**config.mk**
```make
export PLATFORM = sky130hd
export DESIGN_NAME = async_read_link
export DESIGN_NICKNAME = d
export VERILOG_FILES = /design/src/rtl/async_read_pkg.sv /design/src/rtl/sync_2ff.sv /design/src/rtl/read_requester.sv /design/src/rtl/read_responder.sv /design/src/rtl/async_read_link.sv
export SDC_FILE = /design/constraint.sdc
export NUM_CORES = 1
export LEC_CHECK = 0
export CAP_MARGIN = 20
export CELL_PAD_IN_SITES_DETAIL_PLACEMENT = 2
export CELL_PAD_IN_SITES_GLOBAL_PLACEMENT = 2
export CORE_MARGIN = 1
export CORE_UTILIZATION = 41
export CTS_CLUSTER_SIZE = 25
export DETAILED_ROUTE_END_ITERATION = 16
export PLACE_DENSITY = 0.77
export SYNTH_ARGS = -nofsm -noshare
export SYNTH_HDL_FRONTEND = slang
export SYNTH_SLANG_ARGS = --single-unit
```
**constraint.sdc**
```tcl
create_clock -name clk -period 2.88 [get_ports clk]
set_input_delay 0.864 -clock clk [delete_from_list [all_inputs] [get_ports clk]]
set_output_delay 0.864 -clock clk [all_outputs]
set_load 0.02 [all_outputs]
```
**src/rtl/async_read_pkg.sv**
```systemverilog
package async_read_pkg;
  typedef enum logic [2:0] {
    RQ_IDLE, RQ_ADDR, RQ_WAITD, RQ_FIN, RQ_CLR
  } rq_state_t;

  typedef enum logic [2:0] {
    RS_IDLE, RS_HOLD, RS_TURN, RS_DRIVE, RS_REL
  } rs_state_t;
endpackage

```
**src/rtl/sync_2ff.sv**
```systemverilog
module sync_2ff #(
  parameter int W = 1
) (
  input  logic         clk,
  input  logic         rst,
  input  logic [W-1:0] d,
  output logic [W-1:0] q
);
  logic [W-1:0] meta;

  always_ff @(posedge clk) begin
    if (rst) begin
      meta <= '0;
      q    <= '0;
    end else begin
      meta <= d;
      q    <= meta;
    end
  end
endmodule

```
**src/rtl/read_requester.sv**
```systemverilog
module read_requester
  import async_read_pkg::*;
#(
  parameter int AW = 4,
  parameter int DW = 16
) (
  input  logic          clk,
  input  logic          rst,
  input  logic          start,
  input  logic [AW-1:0] addr,
  output logic          done,
  output logic          busy,
  output logic [DW-1:0] rdata,
  input  logic          ack_in,
  input  logic          drdy_in,
  input  logic [DW-1:0] bus_in,
  output logic          readreq,
  output logic          ack_out,
  output logic          oe,
  output logic [DW-1:0] dout
);
  logic [1:0] s_q;
  logic       ack_s, drdy_s;
  rq_state_t  st;

  sync_2ff #(.W(2)) u_sync (.clk(clk), .rst(rst), .d({ack_in, drdy_in}), .q(s_q));
  assign ack_s  = s_q[1];
  assign drdy_s = s_q[0];

  always_ff @(posedge clk) begin
    if (rst) begin
      st      <= RQ_IDLE;
      done    <= 1'b0;
      busy    <= 1'b0;
      rdata   <= '0;
      readreq <= 1'b0;
      ack_out <= 1'b0;
      oe      <= 1'b0;
      dout    <= '0;
    end else begin
      done <= 1'b0;
      unique case (st)
        RQ_IDLE: if (start) begin
          dout    <= DW'(addr);
          oe      <= 1'b1;
          readreq <= 1'b1;
          busy    <= 1'b1;
          st      <= RQ_ADDR;
        end
        RQ_ADDR: if (ack_s) begin
          readreq <= 1'b0;
          oe      <= 1'b0;
          st      <= RQ_WAITD;
        end
        RQ_WAITD: if (drdy_s) begin
          rdata   <= bus_in;
          ack_out <= 1'b1;
          st      <= RQ_FIN;
        end
        RQ_FIN: if (!drdy_s) begin
          ack_out <= 1'b0;
          st      <= RQ_CLR;
        end
        RQ_CLR: if (!ack_s) begin
          done <= 1'b1;
          busy <= 1'b0;
          st   <= RQ_IDLE;
        end
        default: st <= RQ_IDLE;
      endcase
    end
  end
endmodule

```
**src/rtl/read_responder.sv**
```systemverilog
module read_responder
  import async_read_pkg::*;
#(
  parameter int AW = 4,
  parameter int DW = 16
) (
  input  logic          clk,
  input  logic          rst,
  input  logic          fill_we,
  input  logic [AW-1:0] fill_addr,
  input  logic [DW-1:0] fill_data,
  input  logic          readreq_in,
  input  logic          ack_in,
  input  logic [DW-1:0] bus_in,
  output logic          ack_out,
  output logic          drdy,
  output logic          oe,
  output logic [DW-1:0] dout
);
  localparam int DEPTH = 1 << AW;

  logic [DW-1:0] mem [DEPTH];
  logic [DW-1:0] rd_q;
  logic [AW-1:0] lat_addr;
  logic [1:0]    s_q;
  logic          rreq_s, ack_s;
  rs_state_t     st;

  sync_2ff #(.W(2)) u_sync (.clk(clk), .rst(rst), .d({readreq_in, ack_in}), .q(s_q));
  assign rreq_s = s_q[1];
  assign ack_s  = s_q[0];

  always_ff @(posedge clk) begin
    if (fill_we) mem[fill_addr] <= fill_data;
    rd_q <= mem[lat_addr];
  end

  always_ff @(posedge clk) begin
    if (rst) begin
      st       <= RS_IDLE;
      lat_addr <= '0;
      ack_out  <= 1'b0;
      drdy     <= 1'b0;
      oe       <= 1'b0;
      dout     <= '0;
    end else begin
      unique case (st)
        RS_IDLE: if (rreq_s) begin
          lat_addr <= bus_in[AW-1:0];
          ack_out  <= 1'b1;
          st       <= RS_HOLD;
        end
        RS_HOLD: if (!rreq_s) begin
          ack_out <= 1'b0;
          st      <= RS_TURN;
        end
        RS_TURN: if (!ack_s) begin
          dout <= rd_q;
          oe   <= 1'b1;
          drdy <= 1'b1;
          st   <= RS_DRIVE;
        end
        RS_DRIVE: if (ack_s) begin
          oe   <= 1'b0;
          drdy <= 1'b0;
          st   <= RS_REL;
        end
        RS_REL: if (!ack_s) st <= RS_IDLE;
        default: st <= RS_IDLE;
      endcase
    end
  end
endmodule

```
**src/rtl/async_read_link.sv**
```systemverilog
module async_read_link #(
  parameter int AW = 4,
  parameter int DW = 16
) (
  input  logic          clk,
  input  logic          rst,
  input  logic          start,
  input  logic [AW-1:0] addr,
  input  logic          fill_we,
  input  logic [AW-1:0] fill_addr,
  input  logic [DW-1:0] fill_data,
  output logic          done,
  output logic          busy,
  output logic [DW-1:0] rdata,
  output logic          bus_readreq,
  output logic          bus_ack,
  output logic          bus_datardy,
  output logic          bus_req_drv,
  output logic          bus_rsp_drv,
  output logic [DW-1:0] bus_data
);
  logic          rq_ack, rs_ack;
  logic [DW-1:0] rq_dout, rs_dout;

  assign bus_ack  = rq_ack | rs_ack;
  assign bus_data = bus_req_drv ? rq_dout : (bus_rsp_drv ? rs_dout : '0);

  read_requester #(.AW(AW), .DW(DW)) u_req (
    .clk(clk), .rst(rst), .start(start), .addr(addr),
    .done(done), .busy(busy), .rdata(rdata),
    .ack_in(bus_ack), .drdy_in(bus_datardy), .bus_in(bus_data),
    .readreq(bus_readreq), .ack_out(rq_ack), .oe(bus_req_drv), .dout(rq_dout)
  );

  read_responder #(.AW(AW), .DW(DW)) u_rsp (
    .clk(clk), .rst(rst), .fill_we(fill_we), .fill_addr(fill_addr), .fill_data(fill_data),
    .readreq_in(bus_readreq), .ack_in(bus_ack), .bus_in(bus_data),
    .ack_out(rs_ack), .drdy(bus_datardy), .oe(bus_rsp_drv), .dout(rs_dout)
  );
endmodule

```
==> results.toml <==
[worst_setup_path]
arrival_ns = 1.92
r2r_cells = 4
cp_data_required_time_ns = 2.02
end_kind = "primary output"
crit_type = "register to primary output"
path_max_fanout = 14
regToRegSetupSlack_ns = 0.76
r2r-start = "u_rsp.lat_addr[0]"
timing.rr.end = "u_rsp.rd_q[5]"
cp-startpoint = "u_rsp.oe"
critPathLaunchType = "register"

[timing]
max_freq_mhz = 359
slew_headroom = 0.356
fin_tns_setup_ns = 0
fin_crit_sh = 0.968
skew_ns = 0.0147
tightest_slew_ns = 0.966
rsz0062_at_grt = "no"
report.final.hold_viol_count = 0
final_max_slew_viol_count = 0
setup_viol = 0
period_needed_ns = 2.79

[routing]
routed_wl_um = 32600
drtIter0Drc = 454
drc_errors = 0
via_count = 6717
drtPass1Iterations = 4
ant_nets = 0
wl_per_cell_um = 26.9
vias_per_cell = 5.54

[grt]
grt-ovfl-total = 0
grt_usage = 0.219
grt_max_degree = 66
antenna_found_initial = 1
grt_pass1_wl_um = 49000
grt_pass1_vias = 7431

[synthesis]
synth-simple-area-share = 0.0662
synth_mux_area_frac = 0.127
synth_warnings = 0
synth_fa_ha_area_frac = 0
syn_inst = 702
synth_compound_area_frac = 0.0481
ys_types = 40
synth_top_family_by_area = "multiplexers"
ys_seq_area_frac = 0.735
syn-mean-instance-area_um2 = 17.8
syn-num-nets = 730
ys.flop_type = "edfxtp_1"
async_reset_ff_frac = 0
synth-seq-cells = 330
synth_xor_area_frac = 0
syn_area_um2 = 12500
synth_edf_count = 256

[final_layout]
stdcell_count = 1213
layout-drive-gt1-share = 0.175
fin_nets = 827
mostFrequentLayoutCell = "edfxtp_1"
fillers = 2699
diodes = 0
area_growth_pct = 18.6
layout_common_cells = "edfxtp_1, dfxtp_1, nand2_1"

[worst_hold_path]
hold_depth = 2
worstHoldStart = "u_rsp.rd_q[1]"
hp-class = "register to register"
min_to = "u_rsp.dout[1]"

[power_and_ir_drop]
power.total_mw = 10.2
peakVddDrop_mv = 0.638
powerDensity_nw_per_um2 = 689
leakagePower_nw = 4.83

[floorplan]
die-width_um = 176
die_h_um = 176
num_io_pins = 67
core_um2 = 29800
die-area_um2 = 31100
rows = 63
start_util = 0.418

[clocking]
postCtsHoldBufs = 0
cts.sinks = 330
clock_path_buffers = 3
cts_htree_levels = 2
cts_tree = "yes"
cts_made_buffers = 36
post_cts_buffers = 0
cts_root_buf = "clkbuf_16"
clk_pin_slew_ns = 0.06
clock_latency_ns = 0.52

[outcome]
outcome = "complete, no violations"

[place]
portBuffers = 66
placed_cells = 1150
place_hpwl_um = 20700
routabilityCongestion = 0.701

[run]
maxCapViolations = 0
## registers in the layout, indices dropped and copies added (netlist names), 2 cells and up
name               count
u_req.dout             4
u_req.rdata           16
u_req.st               3
u_rsp.dout            16
u_rsp.lat_addr         4
u_rsp.mem            256
u_rsp.rd_q            16
u_rsp.st               3
u_rsp.u_sync.meta      2
u_rsp.u_sync.q         2
## synthesized netlist by cell type, types with 13 or more instances
| master | count | share of area |
|---|---|---|
| clkbuf_1 | 18 | 0.0054 |
| and2_1 | 13 | 0.0065 |
| a21oi_1 | 36 | 0.014 |
| mux4_1 | 22 | 0.046 |
| dfxtp_1 | 74 | 0.12 |
| buf_2 | 14 | 0.0056 |
| nor2_1 | 29 | 0.0087 |
| a22oi_1 | 34 | 0.020 |
| nand2_1 | 64 | 0.019 |
| nand3_1 | 14 | 0.0056 |
| mux4_2 | 42 | 0.076 |
| edfxtp_1 | 256 | 0.62 |
## kinds of logic after synthesis
kind of cell / Yosys count
AOI/OAI and AO/OA: 91
buffers and inverters: 51
DFF: 330
muxes: 70
and+or+nand+nor: 160
## worst max-delay path: stages (launching register included)
cell and delay (ns):
dfxtp_1 0.43, nor2b_4 0.25, clkbuf_4 0.26, and2_1 0.15, dlygate4sd2_1 0.33
## report_power, final
| group | total, mW | switching [mW] | internal (mW) |
|---|---|---|---|
| clock network | 4.36 | 1.80 | 2.56 |
| registers | 5.32 | 0.0640 | 5.25 |
| logic | 0.513 | 0.302 | 0.211 |
## final cells by class
class | count | area [um2] | area share
clock buffers | 49 | 981 | 0.0663
clock inverters | 13 | 118 | 0.00795
inverters | 7 | 26.3 | 0.00178
multi-input cells | 321 | 3040 | 0.206
flip-flops and latches | 330 | 9170 | 0.620
well taps | 390 | 488 | 0.0330
repair buffers | 103 | 957 | 0.0647
## routing by layer
layer / vias to the layer above / share of wire / GRT usage
met1: 3525 / 0.43 / 0.297
li1: 2963 / - / -
met4: 0 / 0.018 / 0.0514
met2: 182 / 0.50 / 0.372
met3: 47 / 0.049 / 0.0329
met5: - / 0 / 0
## worst max-delay path by stage
stage,to,slack [ns]
3_3_place_gp,u_rsp.mem[0][1],0.37
5_1_grt,bus_data[8],0.002
6_report,bus_data[11],0.09
4_1_cts,bus_data[8],0.02
2_1_floorplan,u_rsp.mem[0][0],0.04
3_5_place_dp,u_rsp.mem[0][14],0.23
## what timing repair did
item,CTS,global route
cloned,1,0
hold endpoints to repair,0,0
setup endpoints to repair,16,3
resized for setup,19,4
## metrics by stage
step                hold WS [ns]   util  setup WS [ns]  area (um2)
finish                     0.436  0.496         0.0913       14800
global route               0.460  0.496        0.00179       14800
CTS                        0.440  0.496         0.0242       14800
detailed placement         0.433  0.459          0.226       13700
global placement           0.426  0.459          0.368       13700
floorplan                  0.414      -         0.0353       12500
Note: power is estimated with default switching activity, not from simulation.
